## src/rtl/scratch_pkg.sv

```systemverilog
// Package: shared defaults and the routing type of the diagnostic scratch window.
// Assumes: a 16-bit processor with byte addresses and word-wide data.
package scratch_pkg;

    localparam int unsigned DEF_ADDR_W = 16;
    localparam int unsigned DEF_DATA_W = 16;
    localparam int unsigned DEF_WORDS  = 128;

    // Where a processor request is steered in the current cycle.
    typedef enum logic [1:0] {
        ROUTE_IDLE  = 2'b00,
        ROUTE_LOCAL = 2'b01,
        ROUTE_EXT   = 2'b10
    } route_e;

endpackage

```

## src/rtl/diag_latch.sv

```systemverilog
// Module: diag_latch
// Holds the diagnostic enable bit. It is written through a single-bit I/O port.
// Assumes: bit indices count from the MSB (index 0 = MSB); only one bit of one
// register address is decoded; all other I/O writes are ignored here.
module diag_latch #(
    parameter int unsigned          ADDR_W  = 16,
    parameter int unsigned          BIT_W   = 4,
    parameter logic [ADDR_W-1:0]    IO_ADDR = 16'hFAFE,
    parameter int unsigned          EN_BIT  = 2
) (
    input  logic              clk,
    input  logic              rst_n,
    input  logic              io_wr,
    input  logic [ADDR_W-1:0] io_addr,
    input  logic [BIT_W-1:0]  io_bit,
    input  logic              io_data,
    output logic              en_q
);

    localparam logic [BIT_W-1:0] EN_IDX = BIT_W'(EN_BIT);

    logic sel;

    // Decode a write that targets the enable bit.
    always_comb begin
        sel = io_wr && (io_addr == IO_ADDR) && (io_bit == EN_IDX);
    end

    // Latch the written value; cleared by reset.
    always_ff @(posedge clk) begin
        if (!rst_n) begin
            en_q <= 1'b0;
        end else if (sel) begin
            en_q <= io_data;
        end
    end

endmodule

```

## src/rtl/window_decode.sv

```systemverilog
// Module: window_decode
// Compares a processor byte address with the scratch window and picks a route.
// Assumes: the window is 2*WORDS bytes, aligned to its own size; the word
// index is taken from the address bits above bit 0.
module window_decode
    import scratch_pkg::*;
#(
    parameter int unsigned       ADDR_W   = 16,
    parameter int unsigned       IDX_W    = 7,
    parameter logic [ADDR_W-1:0] WIN_BASE = 16'hFA00
) (
    input  logic              req,
    input  logic              en,
    input  logic [ADDR_W-1:0] addr,
    output route_e            route,
    output logic [IDX_W-1:0]  idx
);

    localparam int unsigned WIN_LSB = IDX_W + 1;
    localparam logic [ADDR_W-WIN_LSB-1:0] WIN_TAG = WIN_BASE[ADDR_W-1:WIN_LSB];

    logic in_win;

    // Upper address bits must match the window tag.
    always_comb begin
        in_win = (addr[ADDR_W-1:WIN_LSB] == WIN_TAG);
    end

    // Word index ignores the byte-select bit.
    always_comb begin
        idx = addr[WIN_LSB-1:1];
    end

    // Steer: local only when enabled and inside the window.
    always_comb begin
        if (!req) begin
            route = ROUTE_IDLE;
        end else if (en && in_win) begin
            route = ROUTE_LOCAL;
        end else begin
            route = ROUTE_EXT;
        end
    end

endmodule

```

## src/rtl/scratch_ram.sv

```systemverilog
// Module: scratch_ram
// Single-port word RAM with a registered read port and a one-cycle valid strobe.
// Assumes: read and write are never requested together; contents are not reset.
module scratch_ram #(
    parameter int unsigned DATA_W = 16,
    parameter int unsigned WORDS  = 128,
    parameter int unsigned IDX_W  = $clog2(WORDS)
) (
    input  logic              clk,
    input  logic              rst_n,
    input  logic              wr,
    input  logic              rd,
    input  logic [IDX_W-1:0]  idx,
    input  logic [DATA_W-1:0] wdata,
    output logic              rvalid,
    output logic [DATA_W-1:0] rdata
);

    logic [DATA_W-1:0] mem [WORDS];

    // Store the write word at the addressed location.
    always_ff @(posedge clk) begin
        if (wr) begin
            mem[idx] <= wdata;
        end
    end

    // Register the addressed word on a read.
    always_ff @(posedge clk) begin
        if (rd) begin
            rdata <= mem[idx];
        end
    end

    // Strobe valid for the cycle after each read.
    always_ff @(posedge clk) begin
        if (!rst_n) begin
            rvalid <= 1'b0;
        end else begin
            rvalid <= rd;
        end
    end

endmodule

```

## src/rtl/diag_scratch_window.sv

```systemverilog
// Module: diag_scratch_window (top)
// Diagnostic scratch RAM that overlays a processor address window while the
// enable latch is set. Claims or passes on each request, and returns read data
// one edge after a claimed read.
// Assumes: only processor-originated cycles arrive on the cpu_* port; the
// external bus has no path into this block.
module diag_scratch_window
    import scratch_pkg::*;
#(
    parameter int unsigned       ADDR_W   = DEF_ADDR_W,
    parameter int unsigned       DATA_W   = DEF_DATA_W,
    parameter int unsigned       WORDS    = DEF_WORDS,
    parameter logic [ADDR_W-1:0] WIN_BASE = 16'hFA00,
    parameter logic [ADDR_W-1:0] IO_ADDR  = 16'hFAFE,
    parameter int unsigned       EN_BIT   = 2
) (
    input  logic              clk,
    input  logic              rst_n,
    input  logic              io_wr,
    input  logic [ADDR_W-1:0] io_addr,
    input  logic [3:0]        io_bit,
    input  logic              io_data,
    output logic              diag_en,
    input  logic              cpu_req,
    input  logic              cpu_we,
    input  logic [ADDR_W-1:0] cpu_addr,
    input  logic [DATA_W-1:0] cpu_wdata,
    output logic              claim_local,
    output logic              pass_ext,
    output logic              rd_valid,
    output logic [DATA_W-1:0] rd_data
);

    localparam int unsigned IDX_W = $clog2(WORDS);
    localparam int unsigned BIT_W = 4;

    route_e            route;
    logic [IDX_W-1:0]  word_idx;
    logic              ram_wr;
    logic              ram_rd;
    logic              ram_vld;
    logic [DATA_W-1:0] ram_q;

    diag_latch #(
        .ADDR_W (ADDR_W),
        .BIT_W  (BIT_W),
        .IO_ADDR(IO_ADDR),
        .EN_BIT (EN_BIT)
    ) u_latch (
        .clk    (clk),
        .rst_n  (rst_n),
        .io_wr  (io_wr),
        .io_addr(io_addr),
        .io_bit (io_bit),
        .io_data(io_data),
        .en_q   (diag_en)
    );

    window_decode #(
        .ADDR_W  (ADDR_W),
        .IDX_W   (IDX_W),
        .WIN_BASE(WIN_BASE)
    ) u_decode (
        .req  (cpu_req),
        .en   (diag_en),
        .addr (cpu_addr),
        .route(route),
        .idx  (word_idx)
    );

    // Turn the route into the two steering outputs and the RAM strobes.
    always_comb begin
        claim_local = (route == ROUTE_LOCAL);
        pass_ext    = (route == ROUTE_EXT);
        ram_wr      = claim_local && cpu_we;
        ram_rd      = claim_local && !cpu_we;
    end

    scratch_ram #(
        .DATA_W(DATA_W),
        .WORDS (WORDS),
        .IDX_W (IDX_W)
    ) u_ram (
        .clk   (clk),
        .rst_n (rst_n),
        .wr    (ram_wr),
        .rd    (ram_rd),
        .idx   (word_idx),
        .wdata (cpu_wdata),
        .rvalid(ram_vld),
        .rdata (ram_q)
    );

    assign rd_valid = ram_vld;

    // Read data mux: gate each bit with the valid strobe so idle cycles read zero.
    for (genvar b = 0; b < DATA_W; b++) begin : g_rd_gate
        assign rd_data[b] = ram_vld & ram_q[b];
    end

endmodule

```

## config.mk

```make
export PLATFORM = sky130hd
export DESIGN_NAME = diag_scratch_window
export DESIGN_NICKNAME = d
export VERILOG_FILES = /design/src/rtl/scratch_pkg.sv /design/src/rtl/diag_latch.sv /design/src/rtl/window_decode.sv /design/src/rtl/scratch_ram.sv /design/src/rtl/diag_scratch_window.sv
export SDC_FILE = /design/constraint.sdc
export NUM_CORES = 2
export LEC_CHECK = 0
export BUFFER_PORTS_ARGS = -buffer_cell sky130_fd_sc_hd__buf_2
export CORE_MARGIN = 1.5
export CORE_UTILIZATION = 50
export DETAILED_ROUTE_END_ITERATION = 16
export PLACE_DENSITY_LB_ADDON = 0.2
export SLEW_MARGIN = 40
export SYNTH_ARGS = -nofsm -noshare
export SYNTH_HDL_FRONTEND = slang
export SYNTH_HIERARCHICAL = 1
export SYNTH_SLANG_ARGS = --single-unit
```

## constraint.sdc

```tcl
create_clock -name clk -period 7.1 [get_ports clk]
set_clock_uncertainty 0.2 [all_clocks]
set_input_delay 1.065 -clock clk [delete_from_list [all_inputs] [get_ports clk]]
set_output_delay 1.065 -clock clk [all_outputs]
set_load 0.02 [all_outputs]
```

== Word level (Yosys, flattened, before mapping) ==
Memories as Yosys holds them, arrays and structs flattened. A register that Yosys moved wholly into a read port is not among the register bits.
Index checks and enable logic that the tools add are counted.
W data, S select, Z words.

* Bits in registers: 2
* Memory bits (writable): 2048
* Input port bits: 58
* Output and inout port bits: 20
* Memories kept: 1

* Equal/unequal tests: 5
* Muxes and demuxes: 4
* Bitwise gates (word level): 16
* Reductions and logical operators: 6

{| class="wikitable"
|+ Memory list
! memory !! words !! bits a word !! rd ports !! clocked after memory_dff !! wr ports !! RTL line !! text
|-
| u_ram.mem || 128 || 16 || 1 || 1 || 1 || scratch_ram.sv:19 || <nowiki>logic [DATA_W-1:0] mem [WORDS];</nowiki>
|}

{| class="wikitable"
|+ Operator list
! kind !! number
|-
| $and A1 B1 Y1 || 16
|-
| $eq A16 B16 Y1 const B || 1
|-
| $eq A8 B8 Y1 const B || 1
|-
| $logic_and A1 B1 Y1 || 5
|-
| $eq A4 B2 Y1 const B || 1
|-
| $mux W2 || 2
|-
| $eq A2 B1 Y1 const B || 1
|-
| $eq A2 B2 Y1 const B || 1
|-
| $mux W1 || 2
|-
| $logic_not A1 Y1 || 1
|}

== Depth between registers and ports, before layout ==
* Depth in word-level cells: 8
* Mapped depth: 14
* Mapped depth without buffers: 7

== By module ==
Netlist, hierarchy kept.

{| class="wikitable"
|+ Modules (own cells, without submodules)
! module !! instances !! cells each !! area each (um^2) !! sequential area each (um^2)
|-
| scratch_ram || 1 || 4595 || 79731.5 || 61999.5
|-
| diag_scratch_window || 1 || 21 || 155.1 || 0.0
|-
| diag_latch || 1 || 11 || 105.1 || 20.0
|-
| window_decode || 1 || 13 || 105.1 || 0.0
|}

== Worst setup path before layout ==
No wires, ideal clock.

* Path kind: input to register
* From: input port cpu_addr[3]
* To: memory u_ram.mem[75][0], enable pin
* Data arrival time: 3442 ps
* Required time: 6491 ps
* Setup slack: 3049 ps
* Cell stages on the path: 9
* Buffers on the path: 8
* Cell sequence: buf_4 -> buf_6 -> buf_6 -> buf_2 -> buf_4 -> buf_4 -> buf_2 -> buf_2 -> nor3_1

{| class="wikitable"
|+ RTL lines
! item !! RTL line !! text
|-
| start: declaration || diag_scratch_window.sv:26 || <nowiki>input logic [ADDR_W-1:0] cpu_addr,</nowiki>
|-
| end: declaration || scratch_ram.sv:19 ||
|}

No word-level cell before the write port.

== Worst setup path in the final report ==
* From: register u_latch.en_q
* To: memory u_ram.mem[45][10], enable pin

* Word-level cells in the longest chain between the ends: 7

{| class="wikitable"
|+ Ends and longest elaborated chain
! item !! RTL line !! text
|-
| start: declaration || diag_latch.sv:17 || <nowiki>output logic en_q</nowiki>
|-
| start signal: assignment || diag_latch.sv:34 || <nowiki>en_q <= io_data;</nowiki>
|-
| $logic_and A1 B1 Y1 || window_decode.sv:38 || <nowiki>end else if (en && in_win) begin</nowiki>
|-
| $mux W2 || window_decode.sv:38 ||
|-
| $mux W2 || window_decode.sv:36 || <nowiki>if (!req) begin</nowiki>
|-
| net route[1] || diag_scratch_window.sv:37 || <nowiki>route_e route;</nowiki>
|-
| $eq A2 B1 Y1 || diag_scratch_window.sv:73 || <nowiki>claim_local = (route == ROUTE_LOCAL);</nowiki>
|-
| $logic_and A1 B1 Y1 || diag_scratch_window.sv:75 || <nowiki>ram_wr = claim_local && cpu_we;</nowiki>
|-
| net ram_wr || diag_scratch_window.sv:39 || <nowiki>logic ram_wr;</nowiki>
|-
| $mux W1 || scratch_ram.sv:23 || <nowiki>if (wr) begin</nowiki>
|-
| $mux W1 (implied by the code) || scratch_ram.sv:24 || <nowiki>mem[idx] <= wdata;</nowiki>
|}

The timed path passes the listed nets, and every way through them passes these cells.

==> impl_metrics.json <==
{
  "synth_ff_type": "edfxtp_1",
  "fin_crit_ns": 4.46,
  "synthTopCellsByCount": "2,064 x edfxtp_1, 307 x a21oi_1, 292 x nor2_1, 274 x a221oi_1, 239 x a22oi_1",
  "layout-drive-gt1-share_pct": 18.6,
  "r2r_setup_slack_ns": 2.64,
  "cts-buffers-inserted": 206,
  "grt_use_total_pct": 29.3,
  "grt_pass1_wl_mm": 338,
  "routabilityCongestion": 0.888,
  "hpwl_mm": 140,
  "synth_top_cell_area_share_pct": 77.4,
  "cts_sinks": 2066,
  "worstSkewPairLatency_ns": 0.83,
  "layoutNonFillerInstCount": 7076,
  "synth.avg_cell_area_um2": 17.3,
  "post_cts_buffers": 0,
  "fin_nets": 4892,
  "cts_max_path_buffers": 3,
  "start_util_pct": 50.5,
  "setup_tns_ns": 0,
  "power_frac_comb_pct": 5.7,
  "ant_nets": 0,
  "fp-row-count": 146,
  "drtPass1Iterations": 6,
  "p_seq_share_pct": 53.1,
  "num_vias": 47112,
  "critPathKind": "register to register",
  "clk_pin_slew_ns": 0.06,
  "die_h_um": 403,
  "final_area_um2": 90400,
  "multi_input_area_um2": 16600,
  "fillCellCount": 11970,
  "status": "finished, final reports clean",
  "drcViolationCount": 0,
  "reg2regPathDepth": 7,
  "gr-total-overflow": 0,
  "totalWireLength_mm": 239,
  "hold_path_depth": 2,
  "path_max_fanout": 11,
  "htreeDepth": 4,
  "port_buffers": 76,
  "synth_most_common_cell": "edfxtp_1",
  "grt_pass1_vias": 45230,
  "synth_enable_flop_cells": 2064,
  "die-area_um2": 163000,
  "ir_drop_uv": 303,
  "power.switching_mw": 5.61,
  "tightest_slew_ns": 0.960,
  "crit_end": "u_ram/mem[45][10]$_DFFE_PP_",
  "grt_max_degree": 118,
  "dp_cells": 6698,
  "hold_class": "primary input to register",
  "netlist_instances": 4640,
  "rsz0062_at_grt": "false",
  "drtIter0Drc": 6640,
  "hold_viol_final": 0,
  "start_kind": "register",
  "post-route-util_pct": 56.9,
  "crit_arrival_ns": 4.78,
  "synth.area.top_cells": "edfxtp_1 77%, a221oi_1 3.0%, mux4_2 2.8%, a22oi_1 2.2%, a21oi_1 1.9%",
  "synth.ff_latch_count": 2066,
  "ys_warn_count": 6,
  "leakage_nw": 28.4,
  "synthArstFlopShare_pct": 0,
  "swShare_pct": 22.2,
  "clockPowerShare_pct": 41.2,
  "netlist_area_um2": 80100,
  "cp-startpoint": "u_latch/en_q$_SDFFE_PN0P_",
  "placement.cell_area_um2": 84000,
  "die_width_um": 403,
  "maxSlewHeadroom_pct": 35.1,
  "powerDensity_nw_per_um2": 280,
  "cts_resized": 0,
  "max_cap_viol_count": 0,
  "cp-end-kind": "register",
  "slew_viol_final": 0,
  "core_um2": 159000,
  "required_ns": 7.42,
  "syn-num-nets": 4698,
  "r2r-end": "u_ram/mem[45][10]$_DFFE_PP_",
  "num_io_pins": 78,
  "vias_per_cell": 6.66,
  "cts_root_buf": "clkbuf_16",
  "ff_latch_area_um2": 62000,
  "antenna_found_initial": 12,
  "ys_types": 75,
  "rr_startpoint": "u_latch/en_q$_SDFFE_PN0P_",
  "finalCritPeriodShare_pct": 62.8,
  "ys_seq_area_share_pct": 77.4,
  "yosys.area.top_type": "edfxtp_1",
  "fmax_mhz": 224,
  "wl_per_cell_um": 33.8,
  "cts_tree": "done",
  "ctsHoldBuffers": 0,
  "area_growth_pct": 12.8,
  "finalSetupViolCount": 0,
  "internal_power_mw": 19.7
}
[metrics by stage]
step                total power, mW  worst slack [ns]  hold slack, ns
detailed placement             15.1              2.02           0.422
CTS                            25.3              2.85           0.216
global route                   25.9              2.75           0.242
finish                         25.3              2.64           0.270
floorplan                      14.4              3.05           0.484
global placement               15.1              1.99           0.413
[how the worst min path moves through the flow]
| stage | start | end |
|---|---|---|
| final | io_data | u_latch/en_q$_SDFFE_PN0P_ |
| after detailed placement | u_latch/en_q$_SDFFE_PN0P_ | u_latch/en_q$_SDFFE_PN0P_ |
| after floorplan | u_ram/mem[39][12]$_DFFE_PP_ | u_ram/rdata[12]$_DFFE_PP_ |
| after CTS | rst_n | u_ram/rvalid$_SDFF_PN0_ |
| after global placement | u_latch/en_q$_SDFFE_PN0P_ | u_latch/en_q$_SDFFE_PN0P_ |
| after global routing | rst_n | u_ram/rvalid$_SDFF_PN0_ |
[critical path, cell delays in order (launching register included)]
cell and delay, ns:
dfxtp_1 0.34, nand4_1 0.23, o31a_1 0.40, and3b_1 0.76
nand2_1 0.81, buf_4 0.43, nor2_1 0.56, buf_4 0.37
[power by group through the flow]
stage	logic (mW)	registers (mW)	clock network (mW)
2_1_floorplan	0.699	13.7	0
3_3_place_gp	1.39	13.7	0
3_5_place_dp	1.42	13.7	0
4_1_cts	1.42	13.4	10.5
5_1_grt	1.51	13.4	11.0
6_report	1.45	13.4	10.4
[sequential cells by signal, indices dropped and copies added, names as in the netlist]
register	cells
u_latch/en_q	1
u_ram/mem	2048
u_ram/rdata	16
u_ram/rvalid	1
[layout by cell type (no fill, tap or decap), drive strengths merged, types with 10 or more instances in the layout]
cell type	n
o22ai	74
clkbuf	257
a211oi	13
o21ai	103
nor2	293
or3	13
edfxtp	2064
mux2	129
a22o	13
a21oi	307
o31ai	25
nand2	191
inv	17
o32ai	14
a22oi	239
o211ai	10
a221oi	284
nand3b	15
a221o	38
o221ai	40
clkinv	87
mux4	99
bufinv	12
buf	348
and2	19
nor4	24
nand3	13
nor2b	20
a31oi	13
o311ai	10
nor3	41
mux2i	71
[kinds of logic (layout without fill, tap and decap cells)]
family	after synthesis	in the layout	synth area share, %
buffers and inverters	369	727	2.25
and+or+nand+nor	659	659	3.68
other	0	6	0
DFF	2066	2066	77.4
AOI/OAI and AO/OA	1247	1247	11.2
muxes	299	299	5.48
[cell type report]
type                       count  share of cell area, %
antenna                        6                 0.0166
clock buffer                 257                   6.02
clock inverter               115                   1.04
inverter                       7                 0.0374
multi-input combinational   2205                   18.3
sequential                  2066                   68.6
tap                         2072                   2.87
timing repair buffer         348                   3.07
[routing by layer]
| layer | wire, um | vias to the layer above | GRT usage [%] | share of wire [%] |
|---|---|---|---|---|
| li1 | - | 19496 | - | - |
| met1 | 93800 | 24418 | 40.7 | 39 |
| met2 | 109000 | 2692 | 44.5 | 46 |
| met3 | 26500 | 492 | 7.52 | 11 |
| met4 | 9880 | 14 | 11.6 | 4.1 |
| met5 | 84 | - | 0 | 0.035 |
No activity file was read; power rests on OpenSTA's default activity.
